$ cat src/rtl/freqc_pkg.sv
package freqc_pkg;

    localparam int BCD_W = 4;

    typedef enum logic [2:0] {
        ST_IDLE,
        ST_ARM,
        ST_COUNT,
        ST_HOLD,
        ST_LATCH,
        ST_CLEAR
    } gate_state_t;

endpackage

$ cat src/rtl/edge_sync.sv
module edge_sync #(
    parameter int STAGES = 2
) (
    input  logic clk,
    input  logic rst,
    input  logic din,
    output logic rise
);
    localparam int LAST = STAGES;

    logic [LAST:0] sh;

    always_ff @(posedge clk) begin
        if (rst) begin
            sh <= '0;
        end else begin
            sh <= {sh[LAST-1:0], din};
        end
    end

    assign rise = sh[LAST-1] & ~sh[LAST];

endmodule

$ cat src/rtl/bcd_counter.sv
module bcd_counter
    import freqc_pkg::*;
#(
    parameter int DIGITS = 6
) (
    input  logic                    clk,
    input  logic                    rst,
    input  logic                    clr,
    input  logic                    clr_val,
    input  logic                    inc,
    output logic [DIGITS*BCD_W-1:0] count_o,
    output logic                    wrap
);
    logic [DIGITS:0]   carry;
    logic [DIGITS-1:0] nine;

    assign carry[0] = inc;

    for (genvar i = 0; i < DIGITS; i++) begin : g_dec
        logic [BCD_W-1:0] q;

        assign nine[i]       = (q == 4'd9);
        assign carry[i+1]    = carry[i] & nine[i];
        assign count_o[i*BCD_W +: BCD_W] = q;

        always_ff @(posedge clk) begin
            if (rst) begin
                q <= '0;
            end else if (clr) begin
                q <= (i == 0) ? {3'b000, clr_val} : 4'd0;
            end else if (carry[i]) begin
                q <= nine[i] ? 4'd0 : q + 4'd1;
            end
        end

        p_digit_range_r2: assert property (@(posedge clk) disable iff (rst)
            q <= 4'd9)
            else $error("digit %0d out of decimal range", i);
    end

    assign wrap = carry[DIGITS];

    // a wrap leaves every digit at zero
    p_wrap_zero_r7: assert property (@(posedge clk) disable iff (rst)
        (wrap && !clr) |=> (count_o == '0))
        else $error("wrap did not zero the counter");

endmodule

$ cat src/rtl/gate_seq.sv
module gate_seq
    import freqc_pkg::*;
#(
    parameter bit SYNC_GATE = 1'b0
) (
    input  logic clk,
    input  logic rst,
    input  logic tick,
    input  logic edge_hit,
    output logic count_en,
    output logic latch_p,
    output logic clear_p,
    output logic clear_val
);
    gate_state_t state, state_nx;
    logic        pend;

    always_ff @(posedge clk) begin
        if (rst) begin
            state <= ST_IDLE;
            pend  <= 1'b0;
        end else begin
            state <= state_nx;
            pend  <= (state == ST_LATCH) && edge_hit;
        end
    end

    always_comb begin
        state_nx = state;
        unique case (state)
            ST_IDLE:  if (tick)     state_nx = SYNC_GATE ? ST_ARM : ST_COUNT;
            ST_ARM:   if (edge_hit) state_nx = ST_COUNT;
            ST_COUNT: if (tick)     state_nx = SYNC_GATE ? ST_HOLD : ST_LATCH;
            ST_HOLD:  if (edge_hit) state_nx = ST_LATCH;
            ST_LATCH:               state_nx = ST_CLEAR;
            ST_CLEAR:               state_nx = ST_COUNT;
            default:                state_nx = ST_IDLE;
        endcase
    end

    always_comb begin
        count_en  = 1'b0;
        latch_p   = 1'b0;
        clear_p   = 1'b0;
        clear_val = 1'b0;
        unique case (state)
            ST_COUNT, ST_HOLD: count_en = 1'b1;
            ST_LATCH:          latch_p  = 1'b1;
            ST_CLEAR: begin
                clear_p   = 1'b1;
                clear_val = pend | edge_hit;
            end
            default: ;
        endcase
    end

    p_clear_follows_latch_r3: assert property (@(posedge clk) disable iff (rst)
        latch_p |=> clear_p)
        else $error("clear did not follow latch");

    p_clear_needs_latch_r3: assert property (@(posedge clk) disable iff (rst)
        clear_p |-> $past(latch_p))
        else $error("clear without a preceding latch");

    p_single_latch_r3: assert property (@(posedge clk) disable iff (rst)
        latch_p |=> !latch_p)
        else $error("latch longer than one cycle");

    if (SYNC_GATE) begin : g_sync_chk
        p_open_on_edge_r8: assert property (@(posedge clk) disable iff (rst)
            (count_en && !$past(count_en) && !$past(clear_p)) |-> $past(edge_hit))
            else $error("gate opened without an input edge");

        p_close_on_edge_r8: assert property (@(posedge clk) disable iff (rst)
            latch_p |-> $past(edge_hit))
            else $error("gate closed without an input edge");
    end

endmodule

$ cat src/rtl/freq_gate_counter.sv
module freq_gate_counter
    import freqc_pkg::*;
#(
    parameter int DIGITS      = 6,
    parameter int SYNC_STAGES = 2,
    parameter bit SYNC_GATE   = 1'b0
) (
    input  logic                    clk,
    input  logic                    rst,
    input  logic                    sec_tick,
    input  logic                    sig_in,
    output logic [DIGITS*BCD_W-1:0] digits_o,
    output logic                    ovf_o,
    output logic                    result_valid,
    output logic                    gate_open,
    output logic                    latch_stb,
    output logic                    clear_stb
);
    localparam int DW = DIGITS * BCD_W;

    logic          rise;
    logic          count_en, latch_p, clear_p, clear_val;
    logic          inc, wrap, ovf_run;
    logic [DW-1:0] cnt;
    logic [DW-1:0] disp_q;
    logic          disp_ovf_q, valid_q;

    edge_sync #(.STAGES(SYNC_STAGES)) u_sync (
        .clk  (clk),
        .rst  (rst),
        .din  (sig_in),
        .rise (rise)
    );

    gate_seq #(.SYNC_GATE(SYNC_GATE)) u_seq (
        .clk       (clk),
        .rst       (rst),
        .tick      (sec_tick),
        .edge_hit  (rise),
        .count_en  (count_en),
        .latch_p   (latch_p),
        .clear_p   (clear_p),
        .clear_val (clear_val)
    );

    assign inc = count_en & rise;

    bcd_counter #(.DIGITS(DIGITS)) u_cnt (
        .clk     (clk),
        .rst     (rst),
        .clr     (clear_p),
        .clr_val (clear_val),
        .inc     (inc),
        .count_o (cnt),
        .wrap    (wrap)
    );

    always_ff @(posedge clk) begin
        if (rst) begin
            ovf_run <= 1'b0;
        end else if (clear_p) begin
            ovf_run <= 1'b0;
        end else if (inc && wrap) begin
            ovf_run <= 1'b1;
        end
    end

    always_ff @(posedge clk) begin
        if (rst) begin
            disp_q     <= '0;
            disp_ovf_q <= 1'b0;
            valid_q    <= 1'b0;
        end else begin
            valid_q <= latch_p;
            if (latch_p) begin
                disp_q     <= cnt;
                disp_ovf_q <= ovf_run;
            end
        end
    end

    assign digits_o     = disp_q;
    assign ovf_o        = disp_ovf_q;
    assign result_valid = valid_q;
    assign gate_open    = count_en;
    assign latch_stb    = latch_p;
    assign clear_stb    = clear_p;

    p_valid_pulse_r6: assert property (@(posedge clk) disable iff (rst)
        result_valid |=> !result_valid)
        else $error("result_valid longer than one cycle");

    p_disp_hold_r6: assert property (@(posedge clk) disable iff (rst)
        !latch_p |=> ($stable(digits_o) && $stable(ovf_o)))
        else $error("display changed outside a latch");

    p_ovf_cleared_r7: assert property (@(posedge clk) disable iff (rst)
        clear_p |=> !ovf_run)
        else $error("overflow flag survived the clear");

    p_frozen_closed_r9: assert property (@(posedge clk) disable iff (rst)
        (!count_en && !clear_p) |=> $stable(cnt))
        else $error("counter moved with the gate closed");

endmodule

$ cat config.mk
export PLATFORM = sky130hd
export DESIGN_NAME = freq_gate_counter
export DESIGN_NICKNAME = d
export VERILOG_FILES = /design/src/rtl/freqc_pkg.sv /design/src/rtl/edge_sync.sv /design/src/rtl/bcd_counter.sv /design/src/rtl/gate_seq.sv /design/src/rtl/freq_gate_counter.sv
export SDC_FILE = /design/constraint.sdc
export NUM_CORES = 1
export LEC_CHECK = 0
export ABC_AREA = 1
export CAP_MARGIN = 20
export CORE_MARGIN = 2
export CORE_UTILIZATION = 45
export DETAILED_ROUTE_END_ITERATION = 8
export DONT_BUFFER_PORTS = 1
export GPL_TIMING_DRIVEN = 0
export PLACE_DENSITY = 0.68
export SYNTH_ARGS = -nofsm -noshare
export SYNTH_HDL_FRONTEND = slang
export SYNTH_SLANG_ARGS = --single-unit
export TNS_END_PERCENT = 50
$ cat constraint.sdc
create_clock -name clk -period 2.3 [get_ports clk]
set_input_delay 0.46 -clock clk [delete_from_list [all_inputs] [get_ports clk]]
set_output_delay 0.46 -clock clk [all_outputs]
set_load 0.1 [all_outputs]
Yosys cells after proc, flatten, opt, wreduce, memory -nomap -nowiden
Cells that the tools add are included.
{"block": "classes", "n_eq_ne": 15, "div": 0, "n_reduce_logical": 7, "shifts": 0, "multipliers": 0, "n_lt_le_gt_ge": 0, "mux": 17, "bitwise_logic": 10, "addsub": 6}
{"operator": "$add A4 B1 Y4 const B", "n": 6}
{"operator": "$eq A4 B4 Y1 const B", "n": 6}
{"operator": "$mux W4", "n": 6}
{"operator": "$pmux W3 S6", "n": 1}
{"operator": "$mux W3", "n": 4}
{"operator": "$and A1 B1 Y1", "n": 8}
{"operator": "$ne A2 B2 Y1 const B", "n": 4}
{"operator": "$eq A3 B2 Y1 const B", "n": 2}
{"operator": "$eq A3 B3 Y1 const B", "n": 2}
{"operator": "$mux W1", "n": 6}
{"operator": "$reduce_and A4 Y1", "n": 1}
{"operator": "$reduce_or A2 Y1", "n": 2}
{"operator": "$eq A3 B1 Y1 const B", "n": 1}
{"operator": "$logic_not A3 Y1", "n": 1}
{"operator": "$logic_and A1 B1 Y1", "n": 2}
{"operator": "$reduce_bool A2 Y1", "n": 1}
{"operator": "$not A1 Y1", "n": 1}
{"operator": "$or A1 B1 Y1", "n": 1}
{"block": "word_totals", "mem_count": 0, "rom_bits": 0, "latchBits": 0, "elab_cells": 69, "ramBits": 0, "ff_bits": 58, "inputBits": 4}

Logic depth before layout (Yosys ltp)
Gate-level depths: netlist of the first run.
{"block": "depth", "ltp_word": 11, "depth_mapped": 9}

Cells and area by module
A second synthesis of the first run with hierarchy kept.
{"block": "unflattened", "cells_unflattened": 336, "area_unflattened_um2": 2493.6}
{"mod": "bcd_counter", "area_per_inst_um2": 1258.7, "cells_per_inst": 178, "instances": 1, "seq_area_each_um2": 480.5}
{"mod": "freq_gate_counter", "area_per_inst_um2": 945.9, "cells_per_inst": 117, "instances": 1, "seq_area_each_um2": 540.5}
{"mod": "gate_seq", "area_per_inst_um2": 202.7, "cells_per_inst": 31, "instances": 1, "seq_area_each_um2": 80.1}
{"mod": "edge_sync", "area_per_inst_um2": 86.3, "cells_per_inst": 10, "instances": 1, "seq_area_each_um2": 60.1}

Worst setup path after synthesis of the first run
Ideal clock, no wire load.
{"block": "synth_timing", "kind": "register to register", "from": "register u_seq.state[0]", "to": "register disp_q[12] (netlist: digits_o[12])", "arrival_time_ps": 2335, "path_slack_ps": -160, "path_stages_with_launch": 6, "path_buffers": 1, "synth_period_minus_slack_ps": 2460, "setup_time_ps": 125, "path_cell_list": "dfxtp_1 -> nor3_2 -> nor2_1 -> buf_2 -> nand2_1 -> o21ai_0"}
{"block": "synth_via", "elab_chain_len": 2}
{"item": "from (decl)", "line_no": "gate_seq.sv:15", "rtl": "gate_state_t state, state_nx;"}
{"item": "from (signal assigned)", "line_no": "gate_seq.sv:23", "rtl": "state <= state_nx;"}
{"item": "$eq A3 B3 Y1", "line_no": "gate_seq.sv:46", "rtl": "unique case (state)"}
{"item": "$mux W1", "line_no": "gate_seq.sv:46"}
{"item": "net latch_stb", "line_no": "freq_gate_counter.sv:16", "rtl": "output logic latch_stb,"}
{"item": "to (signal assigned)", "line_no": "freq_gate_counter.sv:76", "rtl": "disp_q <= cnt;"}
{"item": "to (decl)", "line_no": "freq_gate_counter.sv:25", "rtl": "logic [DW-1:0] disp_q;"}
The timed path passes the listed nets, and every way through them passes these cells.
A chain may end at the register's enable or synchronous reset.

Worst setup path in the final report of the first run
{"block": "layout_timing", "from": "register u_seq.state[2]", "to": "register disp_q[14] (netlist: digits_o[14])"}
The elaborated chain is that of the path after synthesis.

==> summary.txt, run 1 <==
Setup Fix Bufs, Post-CTS -> 0
CP Class -> register to register
root buf cell -> clkbuf_8
top cells by instance count after synthesis -> nand2_1 (67), dfxtp_1 (58), inv_1 (35), nor2_1 (27), o21ai_0 (20)
CP endpoint kind -> register
Clock Power Share -> 44.0%
post-synthesis sequential area ratio -> 50.00%
vias in the first global route -> 1741
DRT Pass-1 Iters -> 4
Max IR drop VDD -> 359.0 uV
I/O Pins -> 33
FP Rows -> 26
RSZ-0062 raised after global routing -> false
Avg WL per Cell -> 11.77 um
Die Span Y -> 75.84 um
Critical Path Start -> u_seq.state[2]$_SDFFE_PP0P_
most frequent cell after synthesis -> nand2_1
Area after DPL -> 2416 um^2
Tmin final -> 2.192 ns
Arr. time, crit path -> 2.41 ns
Placer Congestion -> 0.8373
Hold-fix buffers, CTS -> 0
r2r setup slk -> 0.11 ns
design area -> 2601 um^2
Cells after DPL -> 367
initial detailed-routing violation count -> 72
area fraction of the dominant cell type after synthesis -> 50.00%
drt drc -> 0
Routed Antenna Nets -> 0
final hold violations -> 0
CTS tree -> done
Yosys cell types -> 32
max-slew violations -> 0
initial antenna violation count -> 0
r2r endpoint -> digits_o[14]$_SDFFE_PP0P_
cell area power density -> 771.0 nW/um^2
sw frac -> 24.06%
Via density -> 4.804
Setup WS post-layout -> 0.1082 ns
largest net degree at the start of global routing -> 11
post-cts gate resize count -> 0
syn_area_per_cell -> 7.819 um^2
combinational share of power -> 4.9%
Seq cells post-synth -> 58
EDFF count, synth -> 0
Synth area leader -> dfxtp_1
Reg clk slew, reported paths -> 0.07 ns
WL final -> 4509 um
Setup crit start kind -> register
fraction of registers with async set/reset -> 0%
status -> completed
Core Region -> 5042 um^2
synthesized cell area -> 2322 um^2
Max-Cap Viols -> 0
vias -> 1840
worst skew pair latency -> 0.34 ns
CTS Sinks -> 58
period utilisation layout -> 95.30%
setup TNS -> 0 ns
first-pass GRT wire length -> 7541 um
Synth Flop Type -> dfxtp_1
fin nets -> 312
die span in x -> 75.84 um
RR Startpoint -> u_seq.state[2]$_SDFFE_PP0P_
Worst EP required -> 2.51 ns
pre-CTS WS -> 0.1122 ns
initial core utilization -> 46.05%
Crit Path Max Fanout -> 10
Synth Warn # -> 0
class of the worst hold path -> input pin to register
final setup violating endpoints -> 0
clk_skew -> 0.005956 ns
H-tree levels -> 3
Mapped Cells -> 297
sw power -> 482.5 uW
synth top area cells -> dfxtp_1 (50%), nand2_1 (11%), inv_1 (5.7%), nor2_1 (4.4%), o21ai_0 (4.3%)
post-synth net total -> 301
Cell Count, Final, Fillers Out -> 383
Port Buffers -> 0
f_max -> 0.4562 GHz
internal power -> 1.523 mW
Worst-Margin Slew -> 1.081 ns
P_leak -> 0.9293 nW
Sequential Power Share -> 51.2%
share of cells above drive strength 1 -> 13.74%
Worst Reg2Reg Path Length in Cells -> 6
GR Overflow Total -> 0
post-DP HPWL -> 3239 um
die area -> 5751 um^2
number of diodes -> 0
Area growth, synth to finish -> 12.01%
GR Util All Layers -> 18.24%
clock buffer depth -> 2
Worst Setup EP -> digits_o[14]$_SDFFE_PP0P_
Worst slew margin -> 27.67%
CTS buffer count -> 9
worst max-delay path: stages (launching register included):
cell and delay, ns:
dfxtp_1 0.35, inv_2 0.06, nor3_4 0.82, nor2_1 0.34, buf_2 0.31, nand2_1 0.07
o21ai_0 0.10
kinds of logic after synthesis:
logic type	count (synthesis)	synth area share (%)
xor+xnor	5	1.886
compound gates	55	13.04
flops	58	50.00
buf+inv	50	8.459
simple gates	129	26.62
layout make-up:
type | count | area [um^2]
Clock inverter | 6 | 57.56
Inverter | 43 | 162.7
Sequential cell | 58 | 1161
Fill cell | 492 | 2441
Buffer | 7 | 33.78
Tap cell | 70 | 87.58
Clock buffer | 10 | 127.6
Multi-Input combinational cell | 189 | 970.9
routing by layer:
metal  global-route usage, %  vias to the layer above  wire length, um
met5                       0                        -                0
met4                   10.14                        0               60
met3                   8.598                        5              272
met2                   28.83                       50             2088
met1                   20.16                      809             2088
li1                        -                      976                -
power groups by stage:
| stage | Clock [mW] | Combinational [mW] | Sequential [mW] |
|---|---|---|---|
| CTS | 0.925 | 0.0989 | 1.03 |
| floorplan | 0 | 0.0815 | 1.05 |
| finish | 0.882 | 0.0977 | 1.03 |
| global route | 0.955 | 0.107 | 1.03 |
| detailed placement | 0 | 0.0985 | 1.05 |
| global placement | 0 | 0.0976 | 1.05 |
per-stage QoR:
| step | hold slack, ns | utilization, % | power [mW] |
|---|---|---|---|
| after floorplan | 0.3883 | - | 1.129 |
| after global placement | 0.3937 | 47.92 | 1.146 |
| after detailed placement | 0.3948 | 47.92 | 1.147 |
| after CTS | 0.1963 | 51.59 | 2.049 |
| after global routing | 0.2361 | 51.59 | 2.089 |
| final | 0.2265 | 51.59 | 2.005 |
layout by cell type, fill, tap and decap left out, drive strengths merged:
cell / netlist / layout
dfxtp: 58 / 58
o31ai: 1 / 1
nor3: 10 / 10
clkbuf: 0 / 10
nand3b: 1 / 1
a211oi: 2 / 2
o21ai: 32 / 32
nand4: 7 / 7
buf: 7 / 7
nand3: 9 / 9
nand2: 69 / 69
a22o: 2 / 2
bufinv: 0 / 1
a21oi: 17 / 17
nor2: 32 / 32
xor2: 5 / 5
clkinvlp: 0 / 1
o22ai: 1 / 1
inv: 41 / 41
nor3b: 1 / 1
clkinv: 2 / 6
sequential cells by signal (all words and copies together), names as in the netlist:
signal,cells
digits_o,24
u_cnt.g_dec.q,24
u_seq.state,3
u_sync.sh,3
ovf_o,1
ovf_run,1
result_valid,1
u_seq.pend,1
worst min path at each step:
stage	to	from	cells past startpoint
2_1_floorplan	u_sync.sh[1]$_SDFF_PP0_	u_sync.sh[0]$_SDFF_PP0_	2
3_3_place_gp	u_sync.sh[1]$_SDFF_PP0_	u_sync.sh[0]$_SDFF_PP0_	2
3_5_place_dp	u_sync.sh[1]$_SDFF_PP0_	u_sync.sh[0]$_SDFF_PP0_	2
4_1_cts	u_sync.sh[0]$_SDFF_PP0_	sig_in	2
5_1_grt	u_sync.sh[0]$_SDFF_PP0_	sig_in	2
6_report	u_sync.sh[0]$_SDFF_PP0_	sig_in	2
No activity file was read; power rests on OpenSTA's default activity.
==> run 2: changes to the inputs <==
- clock period: 2.3 -> 2.48 ns (I/O delays scaled with it)
==> run 2 against run 1 <==
  * Flip-flop and latch count did not move
  * Count of clock-buffer cells in the layout rose by 4
  * Clock power fell by 4.5%
  * Setup slack improved by 0.33 ns
  * Via count rose by 1.8%
  * Power fell by 5.7%
  * Clock skew rose by 0.0013 ns
==> summary.txt, run 2 (synthesis results as in run 1) <==
status -> completed
RSZ-0062 raised after global routing -> false
Routed Antenna Nets -> 0
clk_skew -> 0.007304 ns
post-cts gate resize count -> 0
cell area power density -> 715.0 nW/um^2
I/O Pins -> 33
initial antenna violation count -> 0
Worst EP required -> 1.98 ns
Hold WS -> 0.2709 ns
Tmin final -> 2.042 ns
commonest non-fill, non-tap cell in the layout -> nand2_1
worst skew pair latency -> 0.33 ns
CTS Sinks -> 58
Arr. time, crit path -> 1.55 ns
most frequent cells in the layout -> nand2_1 (67), dfxtp_1 (58), inv_1 (35)
period utilisation layout -> 82.32%
initial core utilization -> 46.05%
Crit Path Max Fanout -> 3
initial detailed-routing violation count -> 76
Port Buffers -> 0
GR Overflow Total -> 0
largest net degree at the start of global routing -> 11
clock buffer depth -> 2
P_leak -> 0.9469 nW
FP Rows -> 26
Max IR drop VDD -> 554.7 uV
Area growth, synth to finish -> 13.90%
post-DP HPWL -> 3244 um
drt drc -> 0
CTS buffer count -> 9
die span in x -> 75.84 um
vias in the first global route -> 1701
first-pass GRT wire length -> 7176 um
class of the worst hold path -> input pin to register
number of diodes -> 0
Worst-Margin Slew -> 0.9830 ns
die area -> 5751 um^2
H-tree levels -> 3
share of cells above drive strength 1 -> 13.33%
Setup crit start kind -> register
max-slew violations -> 0
Avg WL per Cell -> 11.39 um
final hold violations -> 0
GR Util All Layers -> 17.03%
Hold-fix buffers, CTS -> 0
fin nets -> 314
final setup violating endpoints -> 0
Worst slew margin -> 34.38%
WL final -> 4385 um
Max-Cap Viols -> 0
Core Region -> 5042 um^2
Filler Cell Count -> 477
CTS tree -> done
Die Span Y -> 75.84 um
DRT Pass-1 Iters -> 4
Placer Congestion -> 0.8198
vias -> 1874
CP Class -> register to primary output
Cell Count, Final, Fillers Out -> 385
Via density -> 4.868
Cells after DPL -> 369
Setup Fix Bufs, Post-CTS -> 0
CP endpoint kind -> primary output
root buf cell -> clkbuf_8
f_max -> 0.4898 GHz
Reg clk slew, reported paths -> 0.06 ns
==> run 2: cell count changes in the layout (fill, tap and decap cells not counted), sizes merged <==
cell	change
buf	+2
clkbuf	+4
clkinv	-3
clkinvlp	-1
==> run 2: layout make-up <==
| cell class | count | area (um^2) | area share [%] |
|---|---|---|---|
| tap | 70 | 87.58 | 3.311 |
| clock inverter | 2 | 35.03 | 1.325 |
| sequential | 58 | 1161 | 43.90 |
| timing repair buffer | 2 | 31.28 | 1.183 |
| multi-input combinational | 189 | 970.9 | 36.71 |
| inverter | 43 | 162.7 | 6.149 |
| clock buffer | 14 | 162.7 | 6.149 |
| buffer | 7 | 33.78 | 1.277 |
==> run 2: worst max-delay path, cell delays in order (launching register included) <==
cell and delay (ns):
dfxtp_1 0.35, inv_1 0.10, nand3_1 0.10, inv_1 0.67
==> run 2: routing by layer <==
| layer | track usage (%) | share of wire (%) | routed length [um] | vias up |
|---|---|---|---|---|
| li1 | - | - | - | 987 |
| met4 | 5.263 | 0.98 | 43 | 0 |
| met1 | 19.28 | 46 | 2015 | 839 |
| met5 | 0 | 0 | 0 | - |
| met3 | 8.862 | 6.4 | 280 | 4 |
| met2 | 27.87 | 47 | 2045 | 44 |
==> run 2: metrics by stage <==
stage	utilization (%)	total power [mW]	worst slack (ns)	setup TNS [ns]	cell area [um^2]
after detailed placement	48.54	1.071	0.6961	0	2447
after CTS	52.46	1.926	0.4103	0	2645
after global routing	52.46	1.969	0.3307	0	2645
final	52.46	1.891	0.4384	0	2645
after floorplan	-	1.045	0.02035	0	2322
after global placement	47.79	1.061	-0.2649	-5.152	2410
==> run 2: power by group <==
group	total [mW]	internal, mW	switching, mW
sequential	0.952	0.940	0.0121
combinational	0.0974	0.0225	0.0749
clock	0.842	0.518	0.323
==> run 2: path summary, 6_finish.rpt <==
| check | from | endpoint | slack, ns | cells past startpoint |
|---|---|---|---|---|
| worst max-delay path | u_seq.state[1]$_SDFFE_PP0P_ | clear_stb | 0.44 | 3 |
| worst min-delay path | sig_in | u_sync.sh[0]$_SDFF_PP0_ | 0.27 | 2 |
| worst min register to register | u_sync.sh[0]$_SDFF_PP0_ | u_sync.sh[1]$_SDFF_PP0_ | 0.40 | 2 |
| worst max register to register | u_seq.state[1]$_SDFFE_PP0P_ | digits_o[13]$_SDFFE_PP0P_ | 0.73 | 7 |
